==> config.mk <==
export PLATFORM = sky130hd
export DESIGN_NAME = txr_router
export DESIGN_NICKNAME = d
export VERILOG_FILES = /design/src/rtl/txr_pkg.sv /design/src/rtl/txr_part_track.sv /design/src/rtl/txr_ccc_state.sv /design/src/rtl/txr_resp.sv /design/src/rtl/txr_router.sv
export SDC_FILE = /design/constraint.sdc
export NUM_CORES = 1
export LEC_CHECK = 0
export ABC_AREA = 1
export CELL_PAD_IN_SITES_DETAIL_PLACEMENT = 0
export CELL_PAD_IN_SITES_GLOBAL_PLACEMENT = 1
export CORE_MARGIN = 2
export CORE_UTILIZATION = 23
export CTS_CLUSTER_SIZE = 16
export DETAILED_ROUTE_END_ITERATION = 10
export PLACE_DENSITY = 0.86
export SYNTH_ARGS = -nofsm -noshare
export SYNTH_HDL_FRONTEND = slang
export SYNTH_SLANG_ARGS = --single-unit
==> constraint.sdc <==
create_clock -name clk -period 2.7 [get_ports clk]
set_input_delay 0.27 -clock clk [delete_from_list [all_inputs] [get_ports clk]]
set_output_delay 0.27 -clock clk [all_outputs]
set_load 0.02 [all_outputs]
==> src/rtl/txr_pkg.sv <==
package txr_pkg;

  // Direct CCCs carry bit 7 set; broadcast CCCs have it clear.
  function automatic logic ccc_is_direct(input logic [7:0] code);
    return code[7];
  endfunction

  // Fixed priority: lowest set index wins. Returns 0 for an empty mask.
  function automatic int unsigned lowest_idx(input logic [31:0] m);
    int unsigned r;
    r = 0;
    for (int i = 31; i >= 0; i--) begin
      if (m[i]) r = i;
    end
    return r;
  endfunction

  // Fold write NACKs into one controller result.
  function automatic logic write_ack(input logic nack_any, input logic in_ccc,
                                     input logic [7:0] code);
    return !(nack_any && (!in_ccc || ccc_is_direct(code)));
  endfunction

endpackage

==> src/rtl/txr_part_track.sv <==
module txr_part_track #(
  parameter int N_TGT  = 4,
  parameter int ADDR_W = 7,
  parameter logic [ADDR_W-1:0] BCAST_ADDR = 7'h7E
) (
  input  logic              clk,
  input  logic              rst_n,
  input  logic              do_start,
  input  logic              do_stop,
  input  logic [ADDR_W-1:0] addr,
  input  logic              daa_q,
  input  logic [N_TGT-1:0]  match,
  input  logic [N_TGT-1:0]  evt_fail,
  output logic [N_TGT-1:0]  part_q,
  output logic [N_TGT-1:0]  new_part,
  output logic              start_bcast,
  output logic              start_ack
);

  assign start_bcast = (addr == BCAST_ADDR);
  // During ENTDAA only broadcast STARTs may gather participants.
  assign new_part  = (daa_q && !start_bcast) ? '0 : match;
  assign start_ack = (|new_part) && (start_bcast || !(|(evt_fail & new_part)));

  always_ff @(posedge clk) begin
    if (!rst_n)        part_q <= '0;
    else if (do_stop)  part_q <= '0;
    else if (do_start) part_q <= new_part;
  end

  assert_stop_empties_R10: assert property (@(posedge clk) disable iff (!rst_n)
    do_stop |=> part_q == '0);
  assert_daa_blocks_direct_R7: assert property (@(posedge clk) disable iff (!rst_n)
    (do_start && daa_q && addr != BCAST_ADDR) |=> part_q == '0);

endmodule

==> src/rtl/txr_ccc_state.sv <==
module txr_ccc_state #(
  parameter logic [7:0] DAA_CODE = 8'h07
) (
  input  logic       clk,
  input  logic       rst_n,
  input  logic       do_start,
  input  logic       do_stop,
  input  logic       do_wr,
  input  logic       start_bcast,
  input  logic [7:0] wdata,
  output logic       bcast_q,
  output logic       ccc_q,
  output logic       daa_q,
  output logic       wr_in_ccc,
  output logic [7:0] wr_code
);

  logic [7:0] code_q;
  logic       capture;

  assign capture   = do_wr && bcast_q && !ccc_q;
  assign wr_in_ccc = ccc_q || bcast_q;
  assign wr_code   = ccc_q ? code_q : wdata;

  always_ff @(posedge clk) begin
    if (!rst_n || do_stop) begin
      bcast_q <= 1'b0;
      ccc_q   <= 1'b0;
      daa_q   <= 1'b0;
      code_q  <= '0;
    end else if (do_start) begin
      bcast_q <= start_bcast;
      if (start_bcast && !daa_q) ccc_q <= 1'b0;
    end else if (capture) begin
      code_q <= wdata;
      ccc_q  <= 1'b1;
      if (wdata == DAA_CODE) daa_q <= 1'b1;
    end
  end

  assert_daa_survives_start_R7: assert property (@(posedge clk) disable iff (!rst_n)
    (daa_q && do_start && !do_stop) |=> daa_q);
  assert_stop_clears_flags_R10: assert property (@(posedge clk) disable iff (!rst_n)
    do_stop |=> !bcast_q && !ccc_q && !daa_q);
  assert_capture_opens_ccc_R6: assert property (@(posedge clk) disable iff (!rst_n)
    (do_wr && !do_stop && !do_start && bcast_q && !ccc_q) |=> ccc_q);

endmodule

==> src/rtl/txr_resp.sv <==
module txr_resp #(
  parameter int N_TGT = 4,
  localparam int IDX_W = (N_TGT > 1) ? $clog2(N_TGT) : 1
) (
  input  logic               clk,
  input  logic               rst_n,
  input  logic               do_start,
  input  logic               do_wr,
  input  logic               do_rd,
  input  logic               start_ack,
  input  logic [N_TGT-1:0]   part_q,
  input  logic [N_TGT-1:0]   wr_nack,
  input  logic               wr_in_ccc,
  input  logic [7:0]         wr_code,
  input  logic [8*N_TGT-1:0] rdata,
  output logic [N_TGT-1:0]   rd_sel,
  output logic               rsp_valid,
  output logic               rsp_ack,
  output logic [7:0]         rsp_rdata
);
  import txr_pkg::*;

  logic [IDX_W-1:0] sel;
  logic             nack_any;

  assign sel      = IDX_W'(lowest_idx(32'(part_q)));
  assign nack_any = |(wr_nack & part_q);

  generate
    for (genvar g = 0; g < N_TGT; g++) begin : g_sel
      assign rd_sel[g] = (|part_q) && (sel == IDX_W'(g));
    end
  endgenerate

  always_ff @(posedge clk) begin
    if (!rst_n) begin
      rsp_valid <= 1'b0;
      rsp_ack   <= 1'b0;
      rsp_rdata <= 8'hFF;
    end else begin
      rsp_valid <= do_start || do_wr || do_rd;
      if (do_start) rsp_ack <= start_ack;
      else if (do_wr) rsp_ack <= write_ack(nack_any, wr_in_ccc, wr_code);
      else if (do_rd) begin
        rsp_ack   <= 1'b1;
        rsp_rdata <= (|part_q) ? rdata[sel*8 +: 8] : 8'hFF;
      end
    end
  end

  assert_empty_read_ff_R9: assert property (@(posedge clk) disable iff (!rst_n)
    (do_rd && part_q == '0) |=> rsp_valid && rsp_ack && rsp_rdata == 8'hFF);
  assert_bcast_ccc_nack_hidden_R8: assert property (@(posedge clk) disable iff (!rst_n)
    (do_wr && wr_in_ccc && !wr_code[7]) |=> rsp_ack);
  assert_read_one_target_R9: assert property (@(posedge clk) disable iff (!rst_n)
    $onehot0(rd_sel));

endmodule

==> src/rtl/txr_router.sv <==
module txr_router #(
  parameter int N_TGT  = 4,
  parameter int ADDR_W = 7,
  parameter logic [ADDR_W-1:0] BCAST_ADDR = 7'h7E,
  parameter logic [7:0] DAA_CODE = 8'h07
) (
  input  logic               clk,
  input  logic               rst_n,
  input  logic               ctl_start,
  input  logic [ADDR_W-1:0]  ctl_addr,
  input  logic               ctl_rnw,
  input  logic               ctl_wr,
  input  logic [7:0]         ctl_wdata,
  input  logic               ctl_rd,
  input  logic               ctl_nack,
  input  logic               ctl_stop,
  output logic               rsp_valid,
  output logic               rsp_ack,
  output logic [7:0]         rsp_rdata,
  output logic               bus_busy,
  output logic               bcast_active,
  output logic               ccc_active,
  output logic               daa_active,
  output logic [ADDR_W-1:0]  tgt_addr,
  output logic               tgt_rnw,
  output logic [7:0]         tgt_wdata,
  output logic               tgt_ccc_mode,
  output logic [7:0]         tgt_ccc_code,
  output logic [N_TGT-1:0]   tgt_start_evt,
  output logic [N_TGT-1:0]   tgt_wr_en,
  output logic [N_TGT-1:0]   tgt_rd_en,
  output logic [N_TGT-1:0]   tgt_stop_evt,
  output logic [N_TGT-1:0]   tgt_nack_evt,
  input  logic [N_TGT-1:0]   tgt_match,
  input  logic [N_TGT-1:0]   tgt_evt_fail,
  input  logic [N_TGT-1:0]   tgt_wr_nack,
  input  logic [8*N_TGT-1:0] tgt_rdata
);

  // Operation decode, fixed priority STOP > START > write > read > NACK.
  logic do_stop, do_start, do_wr, do_rd, do_nack;
  assign do_stop  = ctl_stop;
  assign do_start = ctl_start && !do_stop;
  assign do_wr    = ctl_wr && !do_stop && !ctl_start;
  assign do_rd    = ctl_rd && !do_stop && !ctl_start && !ctl_wr;
  assign do_nack  = ctl_nack && !do_stop && !ctl_start && !ctl_wr && !ctl_rd;

  logic [N_TGT-1:0] part_q, new_part, rd_sel;
  logic             start_bcast, start_ack, wr_in_ccc;
  logic [7:0]       wr_code;

  txr_part_track #(.N_TGT(N_TGT), .ADDR_W(ADDR_W), .BCAST_ADDR(BCAST_ADDR)) u_part (
    .clk(clk), .rst_n(rst_n), .do_start(do_start), .do_stop(do_stop),
    .addr(ctl_addr), .daa_q(daa_active), .match(tgt_match), .evt_fail(tgt_evt_fail),
    .part_q(part_q), .new_part(new_part), .start_bcast(start_bcast),
    .start_ack(start_ack)
  );

  txr_ccc_state #(.DAA_CODE(DAA_CODE)) u_ccc (
    .clk(clk), .rst_n(rst_n), .do_start(do_start), .do_stop(do_stop),
    .do_wr(do_wr), .start_bcast(start_bcast), .wdata(ctl_wdata),
    .bcast_q(bcast_active), .ccc_q(ccc_active), .daa_q(daa_active),
    .wr_in_ccc(wr_in_ccc), .wr_code(wr_code)
  );

  txr_resp #(.N_TGT(N_TGT)) u_resp (
    .clk(clk), .rst_n(rst_n), .do_start(do_start), .do_wr(do_wr), .do_rd(do_rd),
    .start_ack(start_ack), .part_q(part_q), .wr_nack(tgt_wr_nack),
    .wr_in_ccc(wr_in_ccc), .wr_code(wr_code), .rdata(tgt_rdata),
    .rd_sel(rd_sel), .rsp_valid(rsp_valid), .rsp_ack(rsp_ack),
    .rsp_rdata(rsp_rdata)
  );

  assign bus_busy      = |part_q;
  assign tgt_addr      = ctl_addr;
  assign tgt_rnw       = ctl_rnw;
  assign tgt_wdata     = ctl_wdata;
  assign tgt_ccc_mode  = wr_in_ccc;
  assign tgt_ccc_code  = wr_code;
  assign tgt_start_evt = do_start ? new_part : '0;
  assign tgt_wr_en     = do_wr ? part_q : '0;
  assign tgt_rd_en     = do_rd ? rd_sel : '0;
  assign tgt_stop_evt  = do_stop ? (daa_active ? '1 : part_q) : '0;
  assign tgt_nack_evt  = do_nack ? part_q : '0;

  assert_nomatch_nack_R3: assert property (@(posedge clk) disable iff (!rst_n)
    (do_start && tgt_match == '0) |=> rsp_valid && !rsp_ack);
  assert_stop_idles_bus_R10: assert property (@(posedge clk) disable iff (!rst_n)
    do_stop |=> !bus_busy && !rsp_valid);
  assert_nack_keeps_mask_R11: assert property (@(posedge clk) disable iff (!rst_n)
    do_nack |=> $stable(bus_busy) && !rsp_valid);
  assert_bcast_flag_R5: assert property (@(posedge clk) disable iff (!rst_n)
    do_start |=> bcast_active == $past(ctl_addr == BCAST_ADDR));

endmodule

==> out/qor.yml, run 1 <==
setup_violations: 0
die_w_um: 88.6
route.detailed.drc: 0
crit_type: "in2out"
cts.sinks: 25
grt_max_degree: 18
synth_area_um2: 1650
start_util_pct: 24.0
num_rows: 30
dpl-instance-area_um2: 2850
cpPeakStageDelay_ns: 0.64
clk_latency_ns: 0.26
p_int_mw: 0.625
r2r_slack_ns: 1.11
tightest_slew_ns: 0.548
grt.total_usage_pct: 13.2
routed_wl_um: 5380
timing.rr.start: "u_part.part_q[2]"
timing.hold.ws_ns: 0.453
clkPwrFrac_pct: 25.4
final_cells: 457
routedWlPerCell_um: 11.8
dieArea_um2: 7850
postCtsResizedCells: 0
status: "finished clean"
numCtsBuffers: 3
vias_per_cell: 4.26
crit_top_cell: "nand2_1"
fin_nets: 429
reg2regPathDepth: 11
fmax_mhz: 414
place_inst: 453
place.gp.congestion: 0.800
synth_top_area_share_pct: 30.4
worstPathCellList: "clkdlybuf4s50_1 -> inv_1 -> nor2_1 -> nand2_1 -> nand2_1 -> nand2_1 -> nor2_1 -> clkdlybuf4s50_1"
required_ns: 2.43
r2r_end: "u_resp.rsp_rdata[1]"
drive_gt1_share_pct: 4.71
crit_arrival_ns: 2.14
hold_viol: 0
ys.flop_type: "dfxtp_1"
drtAntennaViolNets: 0
ys_ff_latch: 25
vias: 1949
endpoint: "tgt_start_evt[0]"
synthCells: 254
synth-async-reset-ratio_pct: 0
first_iter_violations: 79
fin_util_pct: 42.2
synth_common_cells: "nand2_1, nor2_1, o21ai_0, dfxtp_1, inv_1"
cp-end-kind: "primary output"
synth-edff-count: 0
io_buffers: 123
worstPathMaxFanout: 9
swShare_pct: 26.7
post-route-min-period_ns: 2.41
clk_path_buf_depth: 2
fin_crit_sh_pct: 89.4
skew_ns: 0.00262
ios: 126
synthesis.nets: 321
clk_pin_slew_ns: 0.08
rsz0062_at_grt: "false"
antenna_found_initial: 0
core_um2: 6870
cp_slowest_cell: "clkdlybuf4s50_1"
synth_area_leader_cell: "dfxtp_1"
p_leak_nw: 1.09
switchingPower_mw: 0.227
max_cap_viol_count: 0
relSlewSlack_pct: 63.3
worstSetupStartpointType: "input port"
finalSetupTns_ns: 0
hold-path-cell-count: 2
crit_start: "ctl_addr[6]"
slew_violations: 0
root_buffer: "clkbuf_8"
p_per_area_nw_per_um2: 294
yosysUniqueCellTypes: 28
dr.pass1.iters: 4
fin_area_um2: 2900
dp_hpwl_um: 4430
cts_tree: "done"
post_cts_buffers: 0
antenna_cells: 0
ys_seq_area_share_pct: 30.4
comb_power_share_pct: 30.6
p_seq_share_pct: 44.1
yosysWarnings: 0
gr-total-overflow: 0
grt_pass1_wl_um: 8400
area_growth_pct: 76.1
hold_buffers: 0
die_y_um: 88.6
grt_pass1_vias: 1822
ys_top_cells_by_area: "dfxtp_1, o21ai_0, nand2_1"
htreeDepth: 1
ir_drop_uv: 158
avgSynthCellArea_um2: 6.48
hp-class: "reg2reg"
cell type report:
type / count / area, um2
clock buffers: 4 / 45.0
fillers: 733 / 3970
inverters: 30 / 118
multi-input cells: 178 / 876
flip-flops and latches: 25 / 500
well taps: 96 / 120
repair buffers: 124 / 1240
power by group through the flow:
| stage | clock network (mW) | registers [mW] | logic (mW) |
|---|---|---|---|
| floorplan | 0 | 0.388 | 0.112 |
| global placement | 0 | 0.384 | 0.261 |
| detailed placement | 0 | 0.384 | 0.261 |
| CTS | 0.228 | 0.376 | 0.263 |
| global route | 0.246 | 0.376 | 0.281 |
| finish | 0.216 | 0.376 | 0.260 |
cells by family after synthesis:
group / Yosys count / share of synthesized area (%)
AND/OR/NAND/NOR: 102 / 27.7
AO/OA/AOI/OAI: 76 / 25.6
buffers and inverters: 51 / 16.3
flip-flops: 25 / 30.4
worst min-delay path by stage:
stage,start,end,slack (ns)
2_1_floorplan,ctl_wdata[3],u_ccc.code_q[3],0.42
3_3_place_gp,u_ccc.code_q[0],u_ccc.code_q[0],0.44
3_5_place_dp,u_ccc.code_q[0],u_ccc.code_q[0],0.44
4_1_cts,u_ccc.code_q[2],u_ccc.code_q[2],0.46
5_1_grt,u_ccc.code_q[7],u_ccc.code_q[7],0.48
6_report,u_ccc.code_q[0],u_ccc.code_q[0],0.45
critical path: cells and delay by family:
family                 cells  cell delay, ns
buffers and inverters      3            1.15
and+or+nand+nor            5            0.70
through the flow:
stage	setup WS, ns	power [mW]
after floorplan	1.25	0.499
after global placement	0.350	0.646
after detailed placement	0.278	0.645
after CTS	0.260	0.866
after global routing	0.117	0.904
final	0.286	0.852
layer usage:
metal  GRT usage (%)  vias up  part of all wire (%)
met3            2.80        4                   8.4
met1            17.4      829                    46
met2            22.1       75                    45
met5               0        -                     0
li1                -     1041                     -
met4            3.17        0                  0.97
cell usage in the layout, fill, tap and decap left out, drive strengths merged:
cell and instances:
nor2 42, nand3 8, nand2 43, o211ai 8
o21a 2, dfxtp 25, clkdlybuf4s50 123, clkbuf 4
nand3b 1, a221oi 1, nor3 6, a31oi 2
o21ai 41, inv 30, buf 1, a31o 1
o21bai 2, nand4 2, a21oi 19
state kept, by name, indices dropped and copies added (netlist names):
| register | count |
|---|---|
| u_ccc.code_q | 8 |
| u_part.part_q | 4 |
| u_ccc.bcast_q | 1 |
| u_ccc.daa_q | 1 |
| u_ccc.ccc_q | 1 |
| u_resp.rsp_rdata | 8 |
| u_resp.rsp_valid | 1 |
| u_resp.rsp_ack | 1 |
Note: power is estimated with default switching activity, not from simulation.
==> inputs of run 2 (changes only) <==
- CAP_MARGIN: default -> 10
==> results of run 2 <==
The final DEF is identical to that of run 1; final timing and power are the same.
==> inputs of run 3 (changes only) <==
- HOLD_SLACK_MARGIN: default -> 0.03
==> results of run 3 <==
The final DEF is identical to that of run 1; final timing and power are the same.
